`src/rtl/rxs_pkg.sv`:
```
package rxs_pkg;
  localparam int PRESENT_BIT = 15;
  localparam int OVR_BIT     = 14;
  localparam int FERR_BIT    = 13;
  localparam int PERR_BIT    = 12;
  localparam int CSR_FLAG_BIT = 7;
  localparam int CSR_IE_BIT   = 6;
endpackage

```
`src/rtl/rxs_line_hold.sv`:
```
module rxs_line_hold #(
  parameter int CHAR_W = 8,
  localparam int ENT_W = CHAR_W + 3
) (
  input  logic              clk,
  input  logic              rst,
  input  logic              push_i,
  input  logic [CHAR_W-1:0] char_i,
  input  logic              perr_i,
  input  logic              ferr_i,
  input  logic              grant_i,
  input  logic              drop_i,
  output logic              valid_o,
  output logic [ENT_W-1:0]  entry_o
);
  logic              valid_q;
  logic              ovr_q;
  logic              perr_q;
  logic              ferr_q;
  logic [CHAR_W-1:0] char_q;

  always_ff @(posedge clk) begin
    if (rst) begin
      valid_q <= 1'b0;
      ovr_q   <= 1'b0;
      perr_q  <= 1'b0;
      ferr_q  <= 1'b0;
      char_q  <= '0;
    end else if (grant_i) begin
      ovr_q   <= drop_i;
      valid_q <= push_i;
      if (push_i) begin
        char_q <= char_i;
        perr_q <= perr_i;
        ferr_q <= ferr_i;
      end
    end else if (push_i) begin
      if (valid_q) begin
        ovr_q <= 1'b1;
      end else begin
        valid_q <= 1'b1;
        char_q  <= char_i;
        perr_q  <= perr_i;
        ferr_q  <= ferr_i;
      end
    end
  end

  assign valid_o = valid_q;
  assign entry_o = {ovr_q, ferr_q, perr_q, char_q};
endmodule

```
`src/rtl/rxs_arbiter.sv`:
```
module rxs_arbiter #(
  parameter int N = 16,
  localparam int IDX_W = (N > 1) ? $clog2(N) : 1
) (
  input  logic [N-1:0]     req_i,
  output logic [N-1:0]     grant_o,
  output logic [IDX_W-1:0] idx_o,
  output logic             any_o
);
  always_comb begin
    grant_o = '0;
    idx_o   = '0;
    for (int i = N - 1; i >= 0; i--) begin
      if (req_i[i]) begin
        grant_o    = '0;
        grant_o[i] = 1'b1;
        idx_o      = IDX_W'(i);
      end
    end
  end

  assign any_o = |req_i;
endmodule

```
`src/rtl/rxs_fifo.sv`:
```
module rxs_fifo #(
  parameter int DEPTH  = 64,
  parameter int DATA_W = 15,
  localparam int PTR_W = (DEPTH > 1) ? $clog2(DEPTH) : 1,
  localparam int CNT_W = $clog2(DEPTH + 1)
) (
  input  logic              clk,
  input  logic              rst,
  input  logic              wr_i,
  input  logic [DATA_W-1:0] wdata_i,
  input  logic              rd_i,
  output logic [DATA_W-1:0] rdata_o,
  output logic              rd_hit_o,
  output logic              accept_o,
  output logic [CNT_W-1:0]  count_o
);
  logic [DATA_W-1:0] mem [DEPTH];
  logic [PTR_W-1:0]  wr_ptr_q;
  logic [PTR_W-1:0]  rd_ptr_q;
  logic [CNT_W-1:0]  count_q;
  logic [DATA_W-1:0] rdata_q;
  logic              rd_hit_q;
  logic              rd_ok;
  logic              wr_ok;

  function automatic logic [PTR_W-1:0] ptr_inc(input logic [PTR_W-1:0] p);
    if (p == PTR_W'(DEPTH - 1)) return '0;
    return p + 1'b1;
  endfunction

  assign rd_ok = rd_i && (count_q != '0);
  assign wr_ok = wr_i && ((count_q < CNT_W'(DEPTH)) || rd_ok);

  always_ff @(posedge clk) begin
    if (wr_ok) mem[wr_ptr_q] <= wdata_i;
    if (rd_ok) rdata_q <= mem[rd_ptr_q];
  end

  always_ff @(posedge clk) begin
    if (rst) begin
      wr_ptr_q <= '0;
      rd_ptr_q <= '0;
      count_q  <= '0;
      rd_hit_q <= 1'b0;
    end else begin
      if (wr_ok) wr_ptr_q <= ptr_inc(wr_ptr_q);
      if (rd_ok) rd_ptr_q <= ptr_inc(rd_ptr_q);
      if (rd_i)  rd_hit_q <= rd_ok;
      case ({wr_ok, rd_ok})
        2'b10:   count_q <= count_q + 1'b1;
        2'b01:   count_q <= count_q - 1'b1;
        default: count_q <= count_q;
      endcase
    end
  end

  assign rdata_o  = rdata_q;
  assign rd_hit_o = rd_hit_q;
  assign accept_o = wr_ok;
  assign count_o  = count_q;
endmodule

```
`src/rtl/tagged_rx_silo.sv`:
```
module tagged_rx_silo #(
  parameter int NUM_LINES = 16,
  parameter int CHAR_W    = 8,
  parameter int DEPTH     = 64,
  parameter int ALARM_RST = 1,
  localparam int LINE_W  = (NUM_LINES > 1) ? $clog2(NUM_LINES) : 1,
  localparam int ENT_W   = CHAR_W + 3,
  localparam int DATA_W  = ENT_W + LINE_W,
  localparam int WORD_W  = DATA_W + 1,
  localparam int CNT_W   = $clog2(DEPTH + 1),
  localparam int ALARM_W = CNT_W
) (
  input  logic                        clk,
  input  logic                        rst,
  input  logic [NUM_LINES-1:0]        line_push,
  input  logic [NUM_LINES*CHAR_W-1:0] line_char,
  input  logic [NUM_LINES-1:0]        line_perr,
  input  logic [NUM_LINES-1:0]        line_ferr,
  input  logic                        rx_pop,
  output logic [WORD_W-1:0]           rx_word,
  input  logic                        csr_we,
  input  logic [15:0]                 csr_wdata,
  output logic [15:0]                 csr_rdata,
  input  logic                        alarm_we,
  input  logic [ALARM_W-1:0]          alarm_wdata,
  output logic [ALARM_W-1:0]          alarm_rdata,
  output logic                        rx_irq
);
  import rxs_pkg::*;

  logic [NUM_LINES-1:0] hold_valid;
  logic [ENT_W-1:0]     hold_entry [NUM_LINES];
  logic [NUM_LINES-1:0] grant;
  logic [LINE_W-1:0]    grant_idx;
  logic                 grant_any;
  logic                 store_ok;
  logic                 store_drop;
  logic [ENT_W-1:0]     sel_entry;
  logic [DATA_W-1:0]    store_word;
  logic [DATA_W-1:0]    fifo_rdata;
  logic                 fifo_hit;
  logic [CNT_W-1:0]     fifo_count;

  logic                 ie_q;
  logic                 flag_q;
  logic                 irq_q;
  logic [ALARM_W-1:0]   alarm_q;
  logic                 flag_d;
  logic                 unused_csr;

  assign unused_csr = ^{csr_wdata[15:CSR_IE_BIT+1], csr_wdata[CSR_IE_BIT-1:0]};

  assign store_drop = grant_any && !store_ok;

  for (genvar g = 0; g < NUM_LINES; g++) begin : g_line
    rxs_line_hold #(.CHAR_W(CHAR_W)) u_hold (
      .clk     (clk),
      .rst     (rst),
      .push_i  (line_push[g]),
      .char_i  (line_char[g*CHAR_W +: CHAR_W]),
      .perr_i  (line_perr[g]),
      .ferr_i  (line_ferr[g]),
      .grant_i (grant[g]),
      .drop_i  (store_drop),
      .valid_o (hold_valid[g]),
      .entry_o (hold_entry[g])
    );
  end

  rxs_arbiter #(.N(NUM_LINES)) u_arb (
    .req_i   (hold_valid),
    .grant_o (grant),
    .idx_o   (grant_idx),
    .any_o   (grant_any)
  );

  assign sel_entry  = hold_entry[grant_idx];
  assign store_word = {sel_entry[ENT_W-1 -: 3], grant_idx, sel_entry[CHAR_W-1:0]};

  rxs_fifo #(.DEPTH(DEPTH), .DATA_W(DATA_W)) u_fifo (
    .clk      (clk),
    .rst      (rst),
    .wr_i     (grant_any),
    .wdata_i  (store_word),
    .rd_i     (rx_pop),
    .rdata_o  (fifo_rdata),
    .rd_hit_o (fifo_hit),
    .accept_o (store_ok),
    .count_o  (fifo_count)
  );

  assign flag_d = (fifo_count != '0) && (fifo_count >= alarm_q);

  always_ff @(posedge clk) begin
    if (rst) begin
      ie_q    <= 1'b0;
      flag_q  <= 1'b0;
      irq_q   <= 1'b0;
      alarm_q <= ALARM_W'(ALARM_RST);
    end else begin
      if (csr_we)   ie_q    <= csr_wdata[CSR_IE_BIT];
      if (alarm_we) alarm_q <= alarm_wdata;
      flag_q <= flag_d;
      irq_q  <= flag_d && ie_q;
    end
  end

  assign rx_word = fifo_hit ? {1'b1, fifo_rdata} : '0;

  always_comb begin
    csr_rdata = '0;
    csr_rdata[CSR_FLAG_BIT] = flag_q;
    csr_rdata[CSR_IE_BIT]   = ie_q;
  end

  assign alarm_rdata = alarm_q;
  assign rx_irq      = irq_q;
endmodule

```
`config.mk`:
```
export PLATFORM = sky130hd
export DESIGN_NAME = tagged_rx_silo
export DESIGN_NICKNAME = d
export VERILOG_FILES = /design/src/rtl/rxs_pkg.sv /design/src/rtl/rxs_line_hold.sv /design/src/rtl/rxs_arbiter.sv /design/src/rtl/rxs_fifo.sv /design/src/rtl/tagged_rx_silo.sv
export SDC_FILE = /design/constraint.sdc
export NUM_CORES = 2
export LEC_CHECK = 0
export CAP_MARGIN = 25
export CORE_AREA = 4 4 384 234
export CTS_BUF_LIST = sky130_fd_sc_hd__clkbuf_8
export DETAILED_ROUTE_END_ITERATION = 6
export DIE_AREA = 0 0 388 238
export MAX_ROUTING_LAYER = met4
export PLACE_DENSITY = 0.78
export SYNTH_ARGS = -nofsm -noshare
export SYNTH_HDL_FRONTEND = slang
export SYNTH_SLANG_ARGS = --single-unit
```
`constraint.sdc`:
```
create_clock -name clk -period 4.75 [get_ports clk]
set_clock_uncertainty 0.2 [all_clocks]
set_input_delay 1.425 -clock clk [delete_from_list [all_inputs] [get_ports clk]]
set_output_delay 1.425 -clock clk [all_outputs]
set_load 0.01 [all_outputs]
```
# Word level (Yosys, flattened, before mapping)
# Memory sizes are Yosys's and may differ from the RTL's. A register that Yosys moved wholly into a read port is not among the register bits.
# Index checks and enable logic that the tools add are counted.
# Widths: inputs -> output; s select.
op_classes:
  addsub: 4
  order_cmp: 3
  n_mux: 321
  bitwise: 1
  n_reduce_logical: 74
  eq_ne: 20
ops:
  columns: ["operator", "count"]
  rows:
  - ["$mux 8", 64]
  - ["$mux 16", 17]
  - ["$mux 1", 216]
  - ["$reduce_bool 2->1", 33]
  - ["$mux 4", 16]
  - ["$reduce_and 2->1", 32]
  - ["$bmux 11 s4", 1]
  - ["$ne 2x2->1 const B", 16]
  - ["$mux 6", 4]
  - ["$mux 11", 2]
  - ["$reduce_or 16->1", 1]
  - ["$pmux 7 s2", 1]
  - ["$add 6x1->6 const B", 2]
  - ["$eq 6x6->1 const B", 2]
  - ["$add 7x1->7 const B", 1]
  - ["$ge 7x7->1", 1]
  - ["$lt 7x7->1 const B", 1]
  - ["$reduce_bool 7->1", 1]
  - ["$sub 7x1->7 const B", 1]
  - ["$ge 5x5->1 const B", 1]
  - ["$logic_and 1x1->1", 5]
  - ["$not 4->5", 1]
  - ["$eq 2x1->1 const B", 1]
  - ["$eq 2x2->1 const B", 1]
  - ["2 further kinds", 2]
totals:
  register_bits: 222
  output_inout_bits: 40
  inputBits: 204
  mem_count: 1
  wordCells: 512
  mem_bits_rw: 960
memory_table:
  columns: ["name", "words", "width", "rd", "rd_ports_with_merged_regs", "write_ports", "line_no", "text"]
  rows:
  - ["u_fifo.mem", 64, 15, 1, 1, 1, "rxs_fifo.sv:17", "logic [DATA_W-1:0] mem [DEPTH];"]

# Depth between registers and ports, before layout
logic_depth:
  depth_word: 20
  ltp_mapped: 14

# Modules after synthesis
# Synthesis repeated with hierarchy kept, for this count alone.
hier_totals:
  cells_unflattened: 2881
  area_unflattened_um2: 49357.3
by_module_without_submodules:
  columns: ["module", "seq_area_each_um2", "cells_per_inst", "instances", "area_each_um2"]
  rows:
  - ["rxs_fifo", 29678.5, 1767, 1, 38217.9]
  - ["rxs_line_hold", 240.2, 55, 16, 546.8]
  - ["tagged_rx_silo", 200.2, 186, 1, 2065.7]
  - ["rxs_arbiter", 0.0, 48, 1, 325.3]

# Worst setup path before layout
# No wires, ideal clock.
synth_path:
  path_type: "input to register"
  start: "in rx_pop"
  end: "reg u_fifo.count_q[6], in the netlist u_fifo.count_o[6]"
  required_time_ps: 4429
  arrival_ps: 4715
  path_slack_ps: -286
  setup_ps: 121
  path_buffers: 0
  path_stages: 10
  cell_sequence: "inv_1 > a21oi_1 > ha_1 > ha_1 > nor2b_1 > o21ai_0 > a21boi_0 > or4_1 > nand3_1 > mux2_2"
synth_between:
  elab_chain_len: 5
synth_lines:
  columns: ["element", "line_no", "text"]
  rows:
  - ["from (decl)", "tagged_rx_silo.sv:19", "input logic rx_pop,"]
  - ["$logic_and 1x1->1 (*)", "rxs_fifo.sv:31", "assign rd_ok = rd_i && (count_q != '0);"]
  - ["via u_fifo.rd_ok", "rxs_fifo.sv:23", "logic rd_ok;"]
  - ["$logic_or 1x1->1", "rxs_fifo.sv:32", "assign wr_ok = wr_i && ((count_q < CNT_W'(DEPTH)) || rd_ok);"]
  - ["$logic_and 1x1->1", "rxs_fifo.sv:32", null]
  - ["$eq 2x1->1 or $eq 2x2->1 (tied branches)", "rxs_fifo.sv:49", "case ({wr_ok, rd_ok})"]
  - ["$pmux 7 s2 or $reduce_bool 2->1 (tied branches)", null, null]
  - ["to (signal assigned)", "rxs_fifo.sv:50", "2'b10: count_q <= count_q + 1'b1;"]
  - ["to (signal assigned)", "rxs_fifo.sv:51", "2'b01: count_q <= count_q - 1'b1;"]
  - ["to (signal assigned)", "rxs_fifo.sv:52", "default: count_q <= count_q;"]
  - ["to (decl)", "rxs_fifo.sv:20", "logic [CNT_W-1:0] count_q;"]
# The timed path passes the listed nets; every way through them passes the cells marked *.
# A chain may end at the register's enable or synchronous reset.

# Worst setup path after layout
layout_path:
  start: "reg g_line[8].u_hold.valid_q"
  end: "mem u_fifo.mem[39][12], data pin"
layout_between:
  elab_chain_len: 13
layout_lines:
  columns: ["element", "line_no", "text"]
  rows:
  - ["from (decl)", "rxs_line_hold.sv:16", "logic valid_q;"]
  - ["from (signal assigned)", "rxs_line_hold.sv:31", "valid_q <= push_i;"]
  - ["$mux 4 (9 in a row)", "rxs_arbiter.sv:14", "if (req_i[i]) begin"]
  - ["$not 4->5 (not written as such)", "tagged_rx_silo.sv:77", "assign sel_entry = hold_entry[grant_idx];"]
  - ["$bmux 11 s4", "tagged_rx_silo.sv:77", null]
  - ["$mux 11 (not written as such) (2 in a row)", "tagged_rx_silo.sv:77", null]
  - ["via sel_entry[8]", "tagged_rx_silo.sv:38", "logic [ENT_W-1:0] sel_entry;"]
  - ["to (decl)", "rxs_fifo.sv:17", null]
# The timed path passes the listed nets, and every way through them passes these cells. The select of a mux whose other input is x is not followed.

==> metrics.cfg <==
[critical_path]
path_max_fanout = 64
setup.worst_path.end_class = register
cp_cell_sequence = or4_1, nor2_1, nand3_1, a21oi_1, a222oi_1, o211ai_1, buf_4
slowest_stage = a21oi_1
critPathRequiredTime_ns = 5.05
slowest_delay_ns = 0.83
path_class = reg2reg
crit_path_start_kind = register
worstPathArrival_ns = 4.70

[cts]
cts_buffers = 169
ctsRootBufferMaster = clkbuf_8
cts_buffer_depth = 3
clk_latency_ns = 0.85
post_cts_buffers = 0
cts_resized = 0
cts.sinks = 1197
cts-htree-levels = 4
clk_pin_slew_worst_paths_ns = 0.06
cts_tree = done
postCtsHoldBufs = 0

[timing]
fin_setup_tns_ns = 0
slew_violations = 0
fin_ws_ns = 0.352
fmax_mhz = 227
finalSetupViolations = 0
final-hold-violation-count = 0
maxSlewHeadroom_pct = 31.5
rsz0062_at_grt = false
period_needed_ns = 4.40
worst_slew_pin_slew_ns = 1.02
fin_crit_sh_pct = 92.6

[synthesis]
yosys.area_share.simple_pct = 6.70
synth_compound_area_share_pct = 4.60
ys_ff_latch = 1197
ys_types = 61
syn_area_um2 = 48000
synth_edf_count = 975
synthAdderAreaFrac_pct = 0.432
synth_mux_area_share_pct = 15.7
yosys_warnings = 0
synth_top_family_by_area = multiplexers
ys.flop_type = edfxtp_1
yosysSeqAreaShare_pct = 70.2
synth_xor_area_share_pct = 0.182
syn_area_per_cell_um2 = 16.7
async_flop_share_pct = 0
syn_inst = 2882

[pwr]
vdd_ir_drop_max_mv = 0.277
power_uw = 24700
p_leak_uw = 0.0179
power.density_nw_per_um2 = 448

[floorplan]
start_util_pct = 55.4
die_area_um2 = 92300
core_um2 = 86700
placementRows = 84
die_w_um = 388
pin_count = 244
die_h_um = 238

[global_route]
grt_max_degree = 112
grt_overflow_total = 0
grt_util_all_layers_pct = 27.8
grt_pass1_wl_mm = 184
grt_pass1_vias = 27800
antenna_found_initial = 2

[placed_design]
dp_slack_ns = 0.135
gp_congestion = 0.937
io_buffers = 214
dpl.hpwl_mm = 81.6

[finish]
nets = 3449
area_growth_pct = 14.8
drive_gt1_share_pct = 21.0

[detailed_routing]
drt_iter0_drc = 4400
drc_errors = 6
ant_nets = 0
num_vias = 28800
avgViaCountPerCell = 6.35
wire_per_inst_um = 27.4
drtPass1Iterations = 7
drt_wl_total_mm = 124

[status]
outcome = complete, but fails checks
failed_checks = design-rule violations

[run]
max_cap_violations = 0

[min_path]
hold_class = reg2reg

[stage by stage]
stage	cells	instance area, um^2	util [%]	hold WS (ns)
2_1_floorplan	2895	48100	-	0.223
3_3_place_gp	4218	52000	60.0	0.244
3_5_place_dp	4219	52000	60.0	0.249
4_1_cts	4524	55100	63.6	0.258
5_1_grt	4525	55100	63.6	0.277
6_report	4525	55100	63.6	0.257
[path summary, 6_finish.rpt]
check | from | end | slack [ns] | depth (start not counted)
worst min-delay path | g_line[15].u_hold.char_q[6]$_SDFFE_PP0P_ | g_line[15].u_hold.char_q[6]$_SDFFE_PP0P_ | 0.26 | 2
worst max register to register | g_line[8].u_hold.valid_o$_SDFFE_PP0P_ | u_fifo.mem[39][12]$_DFFE_PP_ | 0.35 | 7
worst max-delay path | g_line[8].u_hold.valid_o$_SDFFE_PP0P_ | u_fifo.mem[39][12]$_DFFE_PP_ | 0.35 | 7
worst min register to register | g_line[15].u_hold.char_q[6]$_SDFFE_PP0P_ | g_line[15].u_hold.char_q[6]$_SDFFE_PP0P_ | 0.26 | 2
[power breakdown]
| part | leakage, uW | total (uW) | internal, uW | switching (uW) |
|---|---|---|---|---|
| clock network | 0.00177 | 7540 | 3660 | 3880 |
| logic | 0.00542 | 4870 | 2140 | 2730 |
| registers | 0.0107 | 12300 | 12000 | 252 |
[cells by family (layout without fill, tap and decap cells)]
logic type	after synthesis	count (layout)
and+or+nand+nor	706	706
other	1	15
DFF	1197	1197
adders and majority gates	16	16
buffers and inverters	230	698
xor gates and xnor gates	10	10
muxes	363	363
AOI/OAI and AO/OA	359	359
[worst max-delay path, delay by kind of cell, from the launching register on]
family | cells | cell delay, ns
compound gates | 3 | 1.39
buf+inv | 1 | 0.70
flops | 1 | 0.48
simple gates | 3 | 1.23
[area by class of cell]
cell class	instances	area, um^2
fillers	5887	31600
well taps	1161	1450
repair buffers	368	3410
inverters	25	93.8
clock buffers	179	2460
multi-input cells	1468	13300
flip-flops and latches	1197	33700
clock inverters	126	646
diodes	1	2.50
[per-layer routing]
metal	global-route usage, %	wire (um)	vias up	share of wire [%]
met4	7.33	2450	0	2.0
li1	-	-	12100	-
met3	7.14	15400	203	12
met2	38.4	55000	1758	44
met1	41.7	51200	14700	41
met5	-	0	-	0
[cell usage after synthesis (all sizes together) (10+ instances only)]
| cell | instances | share of area (%) |
|---|---|---|
| dfxtp | 222 | 9.3 |
| o211ai | 46 | 0.72 |
| and2 | 17 | 0.22 |
| edfxtp | 975 | 61 |
| nand4 | 38 | 0.50 |
| mux4 | 310 | 15 |
| nand3 | 154 | 1.6 |
| clkbuf | 112 | 0.88 |
| mux2i | 50 | 1.0 |
| a22oi | 50 | 0.78 |
| nor2 | 173 | 1.4 |
| nor2b | 15 | 0.20 |
| a21oi | 174 | 1.8 |
| a311oi | 13 | 0.24 |
| inv | 25 | 0.20 |
| ha | 15 | 0.39 |
| nand2 | 268 | 2.1 |
| o21ai | 42 | 0.44 |
| a222oi | 11 | 0.23 |
| nor3 | 10 | 0.11 |
| buf | 93 | 1.1 |
[cells in the final DEF (no fill, tap or decap), types with 9 or more instances in the layout]
cell type | synthesis | routed
dfxtp_1 | 222 | 218
clkinv_1 | 0 | 42
mux2i_1 | 50 | 50
and2_1 | 17 | 17
nand4_1 | 38 | 38
buf_4 | 26 | 145
edfxtp_1 | 975 | 975
mux4_2 | 310 | 310
o21ai_0 | 38 | 38
a222oi_1 | 11 | 11
nor2b_1 | 15 | 15
conb_1 | 1 | 14
clkbuf_8 | 0 | 179
a311oi_1 | 13 | 13
buf_12 | 0 | 9
nand3_1 | 154 | 154
nor3_1 | 9 | 9
ha_1 | 15 | 15
o211ai_1 | 46 | 46
nor2_1 | 170 | 169
nand2_1 | 267 | 267
clkinv_2 | 0 | 17
a21oi_1 | 173 | 172
inv_1 | 22 | 74
a22oi_1 | 50 | 50
clkdlybuf4s50_1 | 0 | 213
[flip-flops by register name (all words and copies together), names as in the netlist]
signal                 flops
g_line.u_hold.perr_q      16
u_fifo.mem               960
rx_irq                     1
u_fifo.rd_ptr_q            6
alarm_rdata                7
flag_q                     1
ie_q                       1
g_line.u_hold.valid_o     16
g_line.u_hold.ferr_q      16
u_fifo.rdata_o            15
g_line.u_hold.ovr_q       16
u_fifo.wr_ptr_q            6
u_fifo.rd_hit_o            1
u_fifo.count_o             7
g_line.u_hold.char_q     128
Power figures use the tool's default switching activity.
